### config.mk
export PLATFORM = sky130hd
export DESIGN_NAME = nand_cycle_gen
export DESIGN_NICKNAME = d
export VERILOG_FILES = /design/src/rtl/nfb_pkg.sv /design/src/rtl/nfb_rdy_sync.sv /design/src/rtl/nfb_rd_hold.sv /design/src/rtl/nfb_seq.sv /design/src/rtl/nand_cycle_gen.sv
export SDC_FILE = /design/constraint.sdc
export NUM_CORES = 1
export LEC_CHECK = 0
export ABC_CLOCK_PERIOD_IN_PS = 6050
export BUFFER_PORTS_ARGS = -buffer_cell sky130_fd_sc_hd__buf_2
export CAP_MARGIN = 5
export CORE_MARGIN = 2
export CORE_UTILIZATION = 30
export CTS_CLUSTER_SIZE = 30
export DETAILED_ROUTE_END_ITERATION = 10
export MAX_ROUTING_LAYER = met4
export PLACE_DENSITY = 0.53
export SYNTH_ARGS = -nofsm -noshare
export SYNTH_HDL_FRONTEND = slang
export SYNTH_SLANG_ARGS = --single-unit
### constraint.sdc
create_clock -name clk -period 6.05 [get_ports clk]
set_clock_uncertainty 0.1 [all_clocks]
set_input_delay 1.21 -clock clk [delete_from_list [all_inputs] [get_ports clk]]
set_output_delay 1.21 -clock clk [all_outputs]
set_load 0.05 [all_outputs]
### src/rtl/nfb_pkg.sv
package nfb_pkg;

  typedef enum logic [1:0] {
    K_CMD   = 2'd0,
    K_ADDR  = 2'd1,
    K_WRITE = 2'd2,
    K_READ  = 2'd3
  } kind_e;

  typedef enum logic [2:0] {
    S_IDLE,
    S_WLOW,
    S_WHOLD,
    S_RWAIT,
    S_RLOW,
    S_RHOLD,
    S_RSP
  } state_e;

  // Round a nanosecond minimum up to whole clock cycles, never below one.
  function automatic int ns2cyc(input int ns, input int clk_ns);
    int c;
    c = (ns + clk_ns - 1) / clk_ns;
    return (c < 1) ? 1 : c;
  endfunction

  function automatic int imax(input int a, input int b);
    return (a > b) ? a : b;
  endfunction

endpackage

### src/rtl/nfb_rdy_sync.sv
module nfb_rdy_sync #(
  parameter int STAGES = 2
) (
  input  logic clk,
  input  logic rst_n,
  input  logic d,
  output logic q
);
  logic [STAGES-1:0] sh;

  generate
    if (STAGES == 1) begin : g_one
      always_ff @(posedge clk or negedge rst_n) begin
        if (!rst_n) sh <= '0;
        else        sh <= d;
      end
    end else begin : g_chain
      always_ff @(posedge clk or negedge rst_n) begin
        if (!rst_n) sh <= '0;
        else        sh <= {sh[STAGES-2:0], d};
      end
    end
  endgenerate

  assign q = sh[STAGES-1];
endmodule

### src/rtl/nfb_rd_hold.sv
module nfb_rd_hold #(
  parameter int DW = 16
) (
  input  logic          clk,
  input  logic          rst_n,
  input  logic          cap,
  input  logic [DW-1:0] din,
  input  logic          present,
  input  logic          take,
  output logic          valid,
  output logic [DW-1:0] data
);
  always_ff @(posedge clk or negedge rst_n) begin
    if (!rst_n) begin
      valid <= 1'b0;
      data  <= '0;
    end else begin
      if (cap) data <= din;
      if (present)   valid <= 1'b1;
      else if (take) valid <= 1'b0;
    end
  end
endmodule

### src/rtl/nfb_seq.sv
module nfb_seq
  import nfb_pkg::*;
#(
  parameter int DW  = 16,
  parameter int WL  = 5,
  parameter int LH  = 10,
  parameter int DH  = 5,
  parameter int CEW = 3,
  parameter int WHT = 10,
  parameter int RR  = 5,
  parameter int RL  = 5,
  parameter int CER = 8,
  parameter int RHT = 8
) (
  input  logic          clk,
  input  logic          rst_n,
  input  logic          req_valid,
  input  logic [1:0]    req_kind,
  input  logic          req_last,
  input  logic [DW-1:0] req_wdata,
  input  logic          rdy_s,
  input  logic          rd_take,
  output logic          req_ready,
  output logic          cs_n,
  output logic          cmd_lat,
  output logic          adr_lat,
  output logic          wr_n,
  output logic          rd_n,
  output logic          doe,
  output logic [DW-1:0] dout,
  output logic          cap_en,
  output logic          present,
  output logic          done
);
  localparam int MAXC = imax(imax(imax(WL, LH), imax(DH, CEW)),
                             imax(imax(WHT, RR), imax(imax(RL, CER), RHT)));
  localparam int CW = $clog2(MAXC + 1);

  localparam logic [CW-1:0] WL_E  = CW'(WL - 1);
  localparam logic [CW-1:0] LH_E  = CW'(LH - 1);
  localparam logic [CW-1:0] DH_E  = CW'(DH - 1);
  localparam logic [CW-1:0] CEW_E = CW'(CEW - 1);
  localparam logic [CW-1:0] WHT_E = CW'(WHT - 1);
  localparam logic [CW-1:0] RR_E  = CW'(RR - 1);
  localparam logic [CW-1:0] RL_E  = CW'(RL - 1);
  localparam logic [CW-1:0] CER_E = CW'(CER - 1);
  localparam logic [CW-1:0] RHT_E = CW'(RHT - 1);

  state_e        state;
  logic [CW-1:0] cnt;
  logic          last_q;

  assign req_ready = (state == S_IDLE);
  assign cap_en    = (state == S_RLOW)  && (cnt == RL_E);
  assign present   = (state == S_RHOLD) && (cnt == RHT_E);

  always_ff @(posedge clk or negedge rst_n) begin
    if (!rst_n) begin
      state   <= S_IDLE;
      cnt     <= '0;
      last_q  <= 1'b0;
      cs_n    <= 1'b1;
      cmd_lat <= 1'b0;
      adr_lat <= 1'b0;
      wr_n    <= 1'b1;
      rd_n    <= 1'b1;
      doe     <= 1'b0;
      dout    <= '0;
      done    <= 1'b0;
    end else begin
      done <= 1'b0;
      unique case (state)
        S_IDLE: begin
          if (req_valid) begin
            last_q <= req_last;
            cnt    <= '0;
            cs_n   <= 1'b0;
            if (req_kind == K_READ) begin
              state <= S_RWAIT;
            end else begin
              state   <= S_WLOW;
              wr_n    <= 1'b0;
              cmd_lat <= (req_kind == K_CMD);
              adr_lat <= (req_kind == K_ADDR);
              doe     <= 1'b1;
              dout    <= req_wdata;
            end
          end
        end
        S_WLOW: begin
          if (cnt == WL_E) begin
            wr_n  <= 1'b1;
            cnt   <= '0;
            state <= S_WHOLD;
          end else begin
            cnt <= cnt + 1'b1;
          end
        end
        S_WHOLD: begin
          if (cnt == LH_E) begin
            cmd_lat <= 1'b0;
            adr_lat <= 1'b0;
          end
          if (cnt == DH_E) doe <= 1'b0;
          if (last_q && (cnt == CEW_E)) cs_n <= 1'b1;
          if (cnt == WHT_E) begin
            state <= S_IDLE;
            cnt   <= '0;
            done  <= 1'b1;
          end else begin
            cnt <= cnt + 1'b1;
          end
        end
        S_RWAIT: begin
          if (!rdy_s) begin
            cnt <= '0;
          end else if (cnt == RR_E) begin
            rd_n  <= 1'b0;
            cnt   <= '0;
            state <= S_RLOW;
          end else begin
            cnt <= cnt + 1'b1;
          end
        end
        S_RLOW: begin
          if (cnt == RL_E) begin
            rd_n  <= 1'b1;
            cnt   <= '0;
            state <= S_RHOLD;
          end else begin
            cnt <= cnt + 1'b1;
          end
        end
        S_RHOLD: begin
          if (last_q && (cnt == CER_E)) cs_n <= 1'b1;
          if (cnt == RHT_E) begin
            cnt   <= '0;
            state <= S_RSP;
          end else begin
            cnt <= cnt + 1'b1;
          end
        end
        S_RSP: begin
          if (rd_take) begin
            state <= S_IDLE;
            done  <= 1'b1;
          end
        end
        default: state <= S_IDLE;
      endcase
    end
  end
endmodule

### src/rtl/nand_cycle_gen.sv
module nand_cycle_gen
  import nfb_pkg::*;
#(
  parameter int DW            = 16,
  parameter int CLK_NS        = 4,
  parameter int SYNC_STAGES   = 2,
  parameter int T_LSU_NS      = 20,
  parameter int T_LHD_NS      = 40,
  parameter int T_WP_NS       = 20,
  parameter int T_WH_NS       = 20,
  parameter int T_WC_NS       = 40,
  parameter int T_DS_NS       = 20,
  parameter int T_DH_NS       = 20,
  parameter int T_RP_NS       = 20,
  parameter int T_REH_NS      = 20,
  parameter int T_RC_NS       = 40,
  parameter int T_RR_NS       = 20,
  parameter int T_CSH_WR_NS   = 10,
  parameter int T_CSH_RD_NS   = 30
) (
  input  logic          clk,
  input  logic          rst_n,
  input  logic          req_valid,
  output logic          req_ready,
  input  logic [1:0]    req_kind,
  input  logic          req_last,
  input  logic [DW-1:0] req_wdata,
  output logic          rd_valid,
  input  logic          rd_ready,
  output logic [DW-1:0] rd_data,
  output logic          done,
  output logic          nf_cs_n,
  output logic          nf_cmd_lat,
  output logic          nf_adr_lat,
  output logic          nf_wr_n,
  output logic          nf_rd_n,
  input  logic          nf_rdy,
  output logic [DW-1:0] nf_dout,
  output logic          nf_doe,
  input  logic [DW-1:0] nf_din
);
  localparam int C_WP  = ns2cyc(T_WP_NS,  CLK_NS);
  localparam int C_LSU = ns2cyc(T_LSU_NS, CLK_NS);
  localparam int C_DS  = ns2cyc(T_DS_NS,  CLK_NS);
  localparam int P_WL  = imax(C_WP, imax(C_LSU, C_DS));
  localparam int P_LH  = ns2cyc(T_LHD_NS, CLK_NS);
  localparam int P_DH  = ns2cyc(T_DH_NS, CLK_NS);
  localparam int P_CEW = ns2cyc(T_CSH_WR_NS, CLK_NS);
  localparam int P_WHT = imax(imax(P_LH, P_DH),
                              imax(P_CEW, imax(ns2cyc(T_WH_NS, CLK_NS),
                                               ns2cyc(T_WC_NS, CLK_NS) - P_WL)));
  localparam int P_RR  = ns2cyc(T_RR_NS, CLK_NS);
  localparam int P_RL  = ns2cyc(T_RP_NS, CLK_NS);
  localparam int P_CER = ns2cyc(T_CSH_RD_NS, CLK_NS);
  localparam int P_RHT = imax(ns2cyc(T_REH_NS, CLK_NS),
                              imax(ns2cyc(T_RC_NS, CLK_NS) - P_RL, P_CER));

  logic rdy_s;
  logic cap_en;
  logic present;
  logic rd_take;

  assign rd_take = rd_valid & rd_ready;

  nfb_rdy_sync #(.STAGES(SYNC_STAGES)) sync_i (
    .clk   (clk),
    .rst_n (rst_n),
    .d     (nf_rdy),
    .q     (rdy_s)
  );

  nfb_seq #(
    .DW(DW), .WL(P_WL), .LH(P_LH), .DH(P_DH), .CEW(P_CEW), .WHT(P_WHT),
    .RR(P_RR), .RL(P_RL), .CER(P_CER), .RHT(P_RHT)
  ) seq_i (
    .clk       (clk),
    .rst_n     (rst_n),
    .req_valid (req_valid),
    .req_kind  (req_kind),
    .req_last  (req_last),
    .req_wdata (req_wdata),
    .rdy_s     (rdy_s),
    .rd_take   (rd_take),
    .req_ready (req_ready),
    .cs_n      (nf_cs_n),
    .cmd_lat   (nf_cmd_lat),
    .adr_lat   (nf_adr_lat),
    .wr_n      (nf_wr_n),
    .rd_n      (nf_rd_n),
    .doe       (nf_doe),
    .dout      (nf_dout),
    .cap_en    (cap_en),
    .present   (present),
    .done      (done)
  );

  nfb_rd_hold #(.DW(DW)) hold_i (
    .clk     (clk),
    .rst_n   (rst_n),
    .cap     (cap_en),
    .din     (nf_din),
    .present (present),
    .take    (rd_take),
    .valid   (rd_valid),
    .data    (rd_data)
  );
endmodule

==> metrics.cfg, run 1 <==
[sta]
fin_crit_ns = 2.965
slew_headroom_pct = 41.12
hold_violations = 0
rsz0062_at_grt = false
finalSetupViolCount = 0
max_freq_mhz = 337.3
finalCritPeriodShare_pct = 49.01
fin_setup_tns_ns = 0
drv_slew = 0
setup_ws_ns = 3.085
worstMarginPinSlew_ns = 0.8833

[synth]
yosysSeqAreaShare_pct = 53.72
avgSynthCellArea_um2 = 12.76
ys_warn_count = 0
ys_types = 44
synth_seq_cells = 50
postSynthCellCount = 183
syn-num-nets = 227
ys.flop_type = dfrtp_1
syn-cell-area_um2 = 2336
synth_edf_count = 0
async_flop_share_pct = 100.0

[critical_path]
critPathLaunch = seq_i.state[1]
endpoint_kind = primary output
crit_arrival_ns = 1.65
startpoint_type = flip-flop
crit_fanout = 17
critPathKind = reg -> out
r2r_start = seq_i.cnt[0]
cp_data_required_time_ns = 4.74

[power]
irDropWorstVdd_uv = 316.7
clockPowerShare_pct = 15.6
p_leak_uw = 0.001412
combPwrFrac_pct = 49.7
switchingPower_uw = 752.3
switching_share_pct = 46.96
pwr-share-seq_pct = 34.7
pwr_density_cell_nw_per_um2 = 550.5
p_int_uw = 849.8

[global_routing]
globalRouteOverflowTotal = 0
grt.total_usage_pct = 12.05
grt_max_degree = 51
grt_pass1_vias = 1671
antenna_found_initial = 0
grt_pass1_wl_mm = 7.907

[die]
rows = 32
core_um2 = 7647
dieArea_um2 = 8508
start_util_pct = 30.55
io_pins = 81
die_h_um = 92.24
fp.dieW_um = 92.24

[final_layout]
multiInputGateArea_um2 = 975.9
fin_nets = 305
drive_gt1_share_pct = 51.15
fillerInstances = 756
postLayoutCoreUtil_pct = 38.06
final_cells = 364
area_growth_syn_to_layout_pct = 24.58
antennaDiodeCount = 0
ff_latch_area_um2 = 1255

[cts]
post_cts_resized = 0
cts_hold_buffers = 0
cts_sinks = 50
numCtsBuffers = 5
clk_path_buf_depth = 2
insertion_delay_ns = 0.30
htree_levels = 2
cts_tree = yes
path_clk_slew_ns = 0.10
post-cts-setup-buffers = 0
root_buffer = clkbuf_8

[route]
ant_nets = 0
viasPerCell = 4.610
drc = 0
vias = 1678
first_pass_iters = 4
drtIter0Drc = 49
wl_per_cell_um = 13.37
routed_wl_mm = 4.868

[hold_path]
hold_class = reg -> reg
min_from = sync_i.sh[0]

[placement]
dpl.hpwl_mm = 3.413
place_ws_ns = 3.263
finalWeightedCongestion = 0.7748
dp_cells = 356
portBuffers = 80

[status]
status = complete, no violations

[flow_run]
maxCapViolations = 0

==> synth_stat cells (2+ instances only) <==
cell	n	area, µm²
buf_6	3	33.78
dfstp_2	3	78.83
mux2_4	10	150.1
or2_2	2	12.51
a21oi_1	8	40.04
inv_1	6	22.52
a31oi_1	2	12.51
nand2b_1	2	12.51
ha_1	4	50.05
mux2_2	27	304.0
nand4_1	4	25.02
a311o_1	2	20.02
o21ai_0	6	30.03
dfrtp_1	47	1176
clkbuf_1	3	11.26
o21a_1	2	15.01
nand2_1	9	33.78
nand3b_1	3	22.52
a21boi_0	3	22.52
nor2_1	8	30.03
nor3_1	6	30.03
==> logic make-up (layout without fill, tap and decap cells) <==
kind of cell | Yosys count | in the layout | share of synthesized area (%)
adders and majority gates | 4 | 4 | 2.143
muxes | 38 | 38 | 19.87
DFF | 50 | 50 | 53.72
AOI/OAI and AO/OA | 31 | 31 | 8.945
xor gates and xnor gates | 1 | 1 | 0.3750
buffers and inverters | 16 | 95 | 4.499
and+or+nand+nor | 43 | 43 | 10.44
==> registers in the layout, indices dropped and copies added, names as in the netlist <==
| name | flops |
|---|---|
| seq_i.cmd_lat | 1 |
| seq_i.cnt | 4 |
| sync_i.sh | 2 |
| seq_i.adr_lat | 1 |
| hold_i.data | 16 |
| seq_i.last_q | 1 |
| seq_i.dout | 16 |
| seq_i.wr_n | 1 |
| seq_i.doe | 1 |
| seq_i.rd_n | 1 |
| seq_i.done | 1 |
| seq_i.cs_n | 1 |
| seq_i.state | 3 |
| hold_i.valid | 1 |
==> area by class of cell <==
class                   count  area share [%]
clock buffers               6           2.837
clock inverters             2           1.333
inverters                   6          0.7739
multi-input cells         117           33.53
flip-flops and latches     50           43.12
well taps                 102           4.385
repair buffers             81           14.02
==> worst max-delay path, cell delays in order (launching register included) <==
cell and delay (ns):
dfrtp_1 0.57, nor3_1 0.44, buf_2 0.34
==> through the flow <==
step                      cell area (µm²)  power, µW  hold slack, ns
after floorplan                      2336       1192          0.2312
after global placement               2789       1358          0.2361
after detailed placement             2789       1363          0.2365
after CTS                            2910       1626          0.2692
after global routing                 2910       1704          0.2874
final                                2910       1602          0.2648
==> placed cells by master, fill, tap and decap left out, types with 8 or more instances in the layout <==
cell type | Yosys | routed
buf_2 | 1 | 80
dfrtp_1 | 47 | 47
mux2_2 | 27 | 27
mux2_4 | 10 | 10
nand2_1 | 9 | 9
nor2_1 | 8 | 8
a21oi_1 | 8 | 8
==> routing by layer <==
metal / up-vias / part of all wire, % / wire length [µm] / track usage [%]
li1: 809 / - / - / -
met1: 815 / 45 / 2199 / 14.98
met2: 52 / 50 / 2424 / 20.40
met3: 2 / 4.4 / 214 / 2.219
met4: 0 / 0.62 / 30 / 2.985
met5: - / 0 / 0 / -
==> worst paths after layout <==
path,cells after the start,slack (ns),endpoint
max reg2reg,5,3.73,hold_i.data[1]
min in group asynchronous,2,0.90,hold_i.data[5]
min,0,0.26,sync_i.sh[1]
min reg2reg,0,0.26,sync_i.sh[1]
max in group asynchronous,2,4.51,seq_i.cnt[2]
max,2,3.09,req_ready
==> power groups by stage <==
| stage | registers (µW) | logic (µW) | clock network (µW) |
|---|---|---|---|
| 6_report | 556 | 796 | 250 |
| 5_1_grt | 576 | 846 | 282 |
| 4_1_cts | 557 | 803 | 266 |
| 3_5_place_dp | 561 | 802 | 0 |
| 3_3_place_gp | 561 | 797 | 0 |
| 2_1_floorplan | 855 | 337 | 0 |
No activity file was read; power rests on OpenSTA's default activity.
==> inputs of run 2 (changes only) <==
ABC_CLOCK_PERIOD_IN_PS = 2600   (was 6050)
PLACE_DENSITY = 0.54   (was 0.53)
clock period = 2.6 ns   (was 6.05 ns; I/O delays follow)
==> metrics.cfg, run 2 (synthesis results as in run 1) <==
[power]
switchingPower_uw = 1757
p_leak_uw = 0.001417
pwr_density_cell_nw_per_um2 = 1254
pwr-share-seq_pct = 35.3
switching_share_pct = 48.03
p_int_uw = 1902
clockPowerShare_pct = 12.8
irDropWorstVdd_uv = 650.3
combPwrFrac_pct = 51.9

[critical_path]
crit_fanout = 11
critPathKind = reg -> out
cp.depth = 3
cp_data_required_time_ns = 1.98
reg2reg_depth = 6
r2r_start = seq_i.cnt[1]
crit_family = buffers and inverters
max_stage_delay_ns = 0.51
startpoint_type = flip-flop
path_cells = buf_4 > nor3_2 > buf_2
endpoint_kind = primary output
critPathBufInv = 2
crit_arrival_ns = 1.59
critPathLaunch = seq_i.state[1]
critPathSlowestCell = dfrtp_1

[cts]
htree_levels = 2
numCtsBuffers = 5
clk_path_buf_depth = 2
cts_hold_buffers = 0
insertion_delay_ns = 0.30
cts_tree = yes
post-cts-setup-buffers = 0
path_clk_slew_ns = 0.09
cts_sinks = 50
root_buffer = clkbuf_8
post_cts_resized = 0

[global_routing]
grt_pass1_wl_mm = 7.741
globalRouteOverflowTotal = 0
grt_pass1_vias = 1632
grt_max_degree = 32
grt.total_usage_pct = 11.89
antenna_found_initial = 0

[route]
viasPerCell = 4.614
wl_per_cell_um = 12.92
first_pass_iters = 4
wl_met3_um = 209
ant_nets = 0
met1Wirelength_mm = 2.157
wl_met2_mm = 2.324
drc = 0
vias = 1698
highest_layer = met4
drtIter0Drc = 150
routed_wl_mm = 4.753

[placement]
dpl.hpwl_mm = 3.560
dp_cells = 360
finalWeightedCongestion = 0.8040
portBuffers = 80

[status]
status = complete, no violations

[die]
start_util_pct = 30.55
die_h_um = 92.24
io_pins = 81
core_um2 = 7647
dieArea_um2 = 8508
rows = 32
fp.dieW_um = 92.24

[final_layout]
drive_gt1_share_pct = 52.26
antennaDiodeCount = 0
final_common_cell = buf_2
reg.largest.list = hold_i.data x16, seq_i.dout x16, seq_i.cnt x4
area_growth_syn_to_layout_pct = 24.96
fin_nets = 309
final_cells = 368
mostFrequentLayoutCells = 80 x buf_2, 47 x dfrtp_1, 27 x mux2_2

[hold_path]
hold_class = in -> async

[sta]
finalSetupViolCount = 0
worstMarginPinSlew_ns = 0.7010
fin_setup_tns_ns = 0
rsz0062_at_grt = false
fin_hold_ws_ns = 0.1591
slew_headroom_pct = 53.27
max_freq_mhz = 453.3
fin_crit_ns = 2.206
drv_slew = 0
finalCritPeriodShare_pct = 84.85
hold_violations = 0

[flow_run]
maxCapViolations = 0

-- run 2: cell types whose count changed in the layout (fill, tap and decap cells not counted) --
| cell | change |
|---|---|
| clkinvlp_4 | +1 |
| bufinv_16 | -1 |
| clkinv_2 | +1 |
| inv_6 | -1 |
| nor3_1 | -1 |
| nor3_2 | +1 |
| buf_4 | +4 |
-- run 2: metal layers --
metal  track usage, %  vias to the layer above
li1                 -                      817
met4            4.851                        0
met5                -                        -
met3            2.465                        5
met1            15.29                      824
met2            18.38                       52
-- run 2: power groups by stage --
stage               clock network (µW)  registers, µW  logic [µW]
floorplan                            0           1990         789
global route                       529           1340        2010
CTS                                499           1290        1920
global placement                     0           1300        1910
detailed placement                   0           1300        1910
finish                             469           1290        1900
-- run 2: path summary, 6_finish.rpt --
check | endpoint | slack, ns
max in group asynchronous | seq_i.dout[8] | 1.61
min reg2reg | sync_i.sh[1] | 0.26
max reg2reg | seq_i.cmd_lat | 0.50
min in group clk | sync_i.sh[0] | 0.22
min | seq_i.dout[3] | 0.16
max | req_ready | 0.39
-- run 2: area by class of cell --
| class | instances | area [µm²] |
|---|---|---|
| Fill cell | 752 | 4728 |
| Sequential cell | 50 | 1255 |
| Multi-Input combinational cell | 117 | 980.9 |
| Timing Repair Buffer | 85 | 437.9 |
| Tap cell | 102 | 127.6 |
| Clock buffer | 6 | 82.58 |
| Inverter | 6 | 22.52 |
| Clock inverter | 2 | 12.51 |
-- run 2: metrics by stage --
step                utilization [%]  total power (µW)  cell area (µm²)  setup WS (ns)
floorplan                         -              2779             2341         0.4233
global placement              36.93              3204             2824         0.5463
detailed placement            36.93              3215             2824         0.4618
CTS                           38.17              3707             2919         0.3756
global route                  38.17              3877             2919         0.2935
finish                        38.17              3659             2919         0.3939
==> inputs of run 3 (changes only) <==
ABC_CLOCK_PERIOD_IN_PS = 2300   (was 2600)
PLACE_DENSITY = 0.53   (was 0.54)
clock period = 2.3 ns   (was 2.6 ns; I/O delays follow)
==> metrics.cfg, run 3 (synthesis results as in run 1) <==
[status]
status = complete, no violations

[cts]
insertion_delay_ns = 0.30
htree_levels = 2
post_cts_resized = 0
path_clk_slew_ns = 0.09
root_buffer = clkbuf_8
numCtsBuffers = 5
cts_sinks = 50
clk_path_buf_depth = 2
post-cts-setup-buffers = 0
cts_tree = yes
cts_hold_buffers = 0

[route]
viasPerCell = 4.606
drtIter0Drc = 54
routed_wl_mm = 4.779
drc = 0
vias = 1709
wl_per_cell_um = 12.88
ant_nets = 0
first_pass_iters = 4

[sta]
max_freq_mhz = 466.7
drv_slew = 0
rsz0062_at_grt = false
slew_headroom_pct = 57.93
finalSetupViolCount = 0
hold_violations = 0
fin_crit_ns = 2.143
finalCritPeriodShare_pct = 93.16
worstMarginPinSlew_ns = 0.6310
fin_setup_tns_ns = 0

[die]
fp.dieW_um = 92.24
io_pins = 81
die_h_um = 92.24
dieArea_um2 = 8508
start_util_pct = 30.55
core_um2 = 7647
rows = 32

[global_routing]
grt_max_degree = 51
grt.total_usage_pct = 12.20
antenna_found_initial = 0
grt_pass1_wl_mm = 7.983
grt_pass1_vias = 1690
globalRouteOverflowTotal = 0

[placement]
dpl.hpwl_mm = 3.531
portBuffers = 80
finalWeightedCongestion = 0.7990
place_area_um2 = 2846

[critical_path]
critPathKind = reg -> out
crit_arrival_ns = 1.58
rr_endpoint = hold_i.data[3]
r2r_slack_ns = 0.27
r2r_start = seq_i.cnt[0]
reg2reg_depth = 6
cp_data_required_time_ns = 1.74
endpoint_kind = primary output
crit_fanout = 14
startpoint_type = flip-flop

[final_layout]
mostFrequentLayoutCells = 80 x buf_2, 47 x dfrtp_1, 27 x mux2_2
fin_nets = 312
final_cell_area_um2 = 2968
area_growth_syn_to_layout_pct = 27.05
final_common_cell = buf_2
antennaDiodeCount = 0
drive_gt1_share_pct = 52.79
postLayoutCoreUtil_pct = 38.81
reg.largest.list = hold_i.data x16, seq_i.dout x16, seq_i.cnt x4

[power]
combPwrFrac_pct = 51.5
irDropWorstVdd_uv = 760.0
switchingPower_uw = 1997
p_int_uw = 2290
pwr-share-seq_pct = 33.3
clockPowerShare_pct = 15.2
switching_share_pct = 46.58
pwr_density_cell_nw_per_um2 = 1444
total_power_uw = 4287
p_leak_uw = 0.001447

[flow_run]
maxCapViolations = 0

[hold_path]
hold_class = in -> async

==> run 3: changes by cell type in the layout (fill, tap and decap cells not counted) <==
cell,previous run,this run
inv_6,0,1
clkinvlp_4,1,0
buf_4,5,8
bufinv_16,0,1
clkinv_2,1,0
==> run 3: power by group through the flow <==
stage / Combinational, µW / Sequential (µW) / Clock, µW
floorplan: 892 / 2250 / 0
detailed placement: 2220 / 1450 / 0
finish: 2210 / 1430 / 650
global placement: 2210 / 1450 / 0
CTS: 2220 / 1430 / 690
global route: 2340 / 1490 / 728
==> run 3: worst max-delay path by stage <==
| stage | start | endpoint | slack, ns | depth (start not counted) |
|---|---|---|---|---|
| after floorplan | seq_i.state[1] | seq_i.dout[10] | 0.12 | 5 |
| after global placement | seq_i.cnt[0] | hold_i.data[8] | 0.32 | 6 |
| after detailed placement | seq_i.cnt[0] | hold_i.data[3] | 0.29 | 6 |
| after CTS | seq_i.state[2] | req_ready | 0.14 | 3 |
| after global routing | seq_i.state[2] | req_ready | 0.07 | 3 |
| final | seq_i.state[2] | req_ready | 0.16 | 3 |
==> run 3: metal layers <==
metal,vias up,GRT usage (%),part of all wire [%]
li1,823,-,-
met1,836,14.99,44
met2,48,19.67,50
met3,2,2.629,4.2
met4,0,4.851,0.98
met5,-,-,0
==> run 3: layout make-up <==
class                           instances  area [µm²]
Fill cell                             743        4679
Sequential cell                        50        1255
Multi-Input combinational cell        117       980.9
Timing Repair Buffer                   88       460.4
Tap cell                              102       127.6
Clock buffer                            6       82.58
Clock inverter                          2       38.79
Inverter                                6       22.52
==> run 3: metrics by stage <==
| step | cells | hold slack, ns | setup slack (ns) |
|---|---|---|---|
| global placement | 363 | 0.2365 | 0.3246 |
| detailed placement | 363 | 0.2464 | 0.2888 |
| CTS | 371 | 0.1402 | 0.1360 |
| finish | 371 | 0.1474 | 0.1573 |
| global route | 371 | 0.1361 | 0.07465 |
| floorplan | 183 | 0.06441 | 0.1233 |
==> run 3: critical path: stages, from the launching register on <==
cell and delay, ns:
dfrtp_1 0.54, buf_4 0.24, nor3_2 0.20, buf_2 0.31
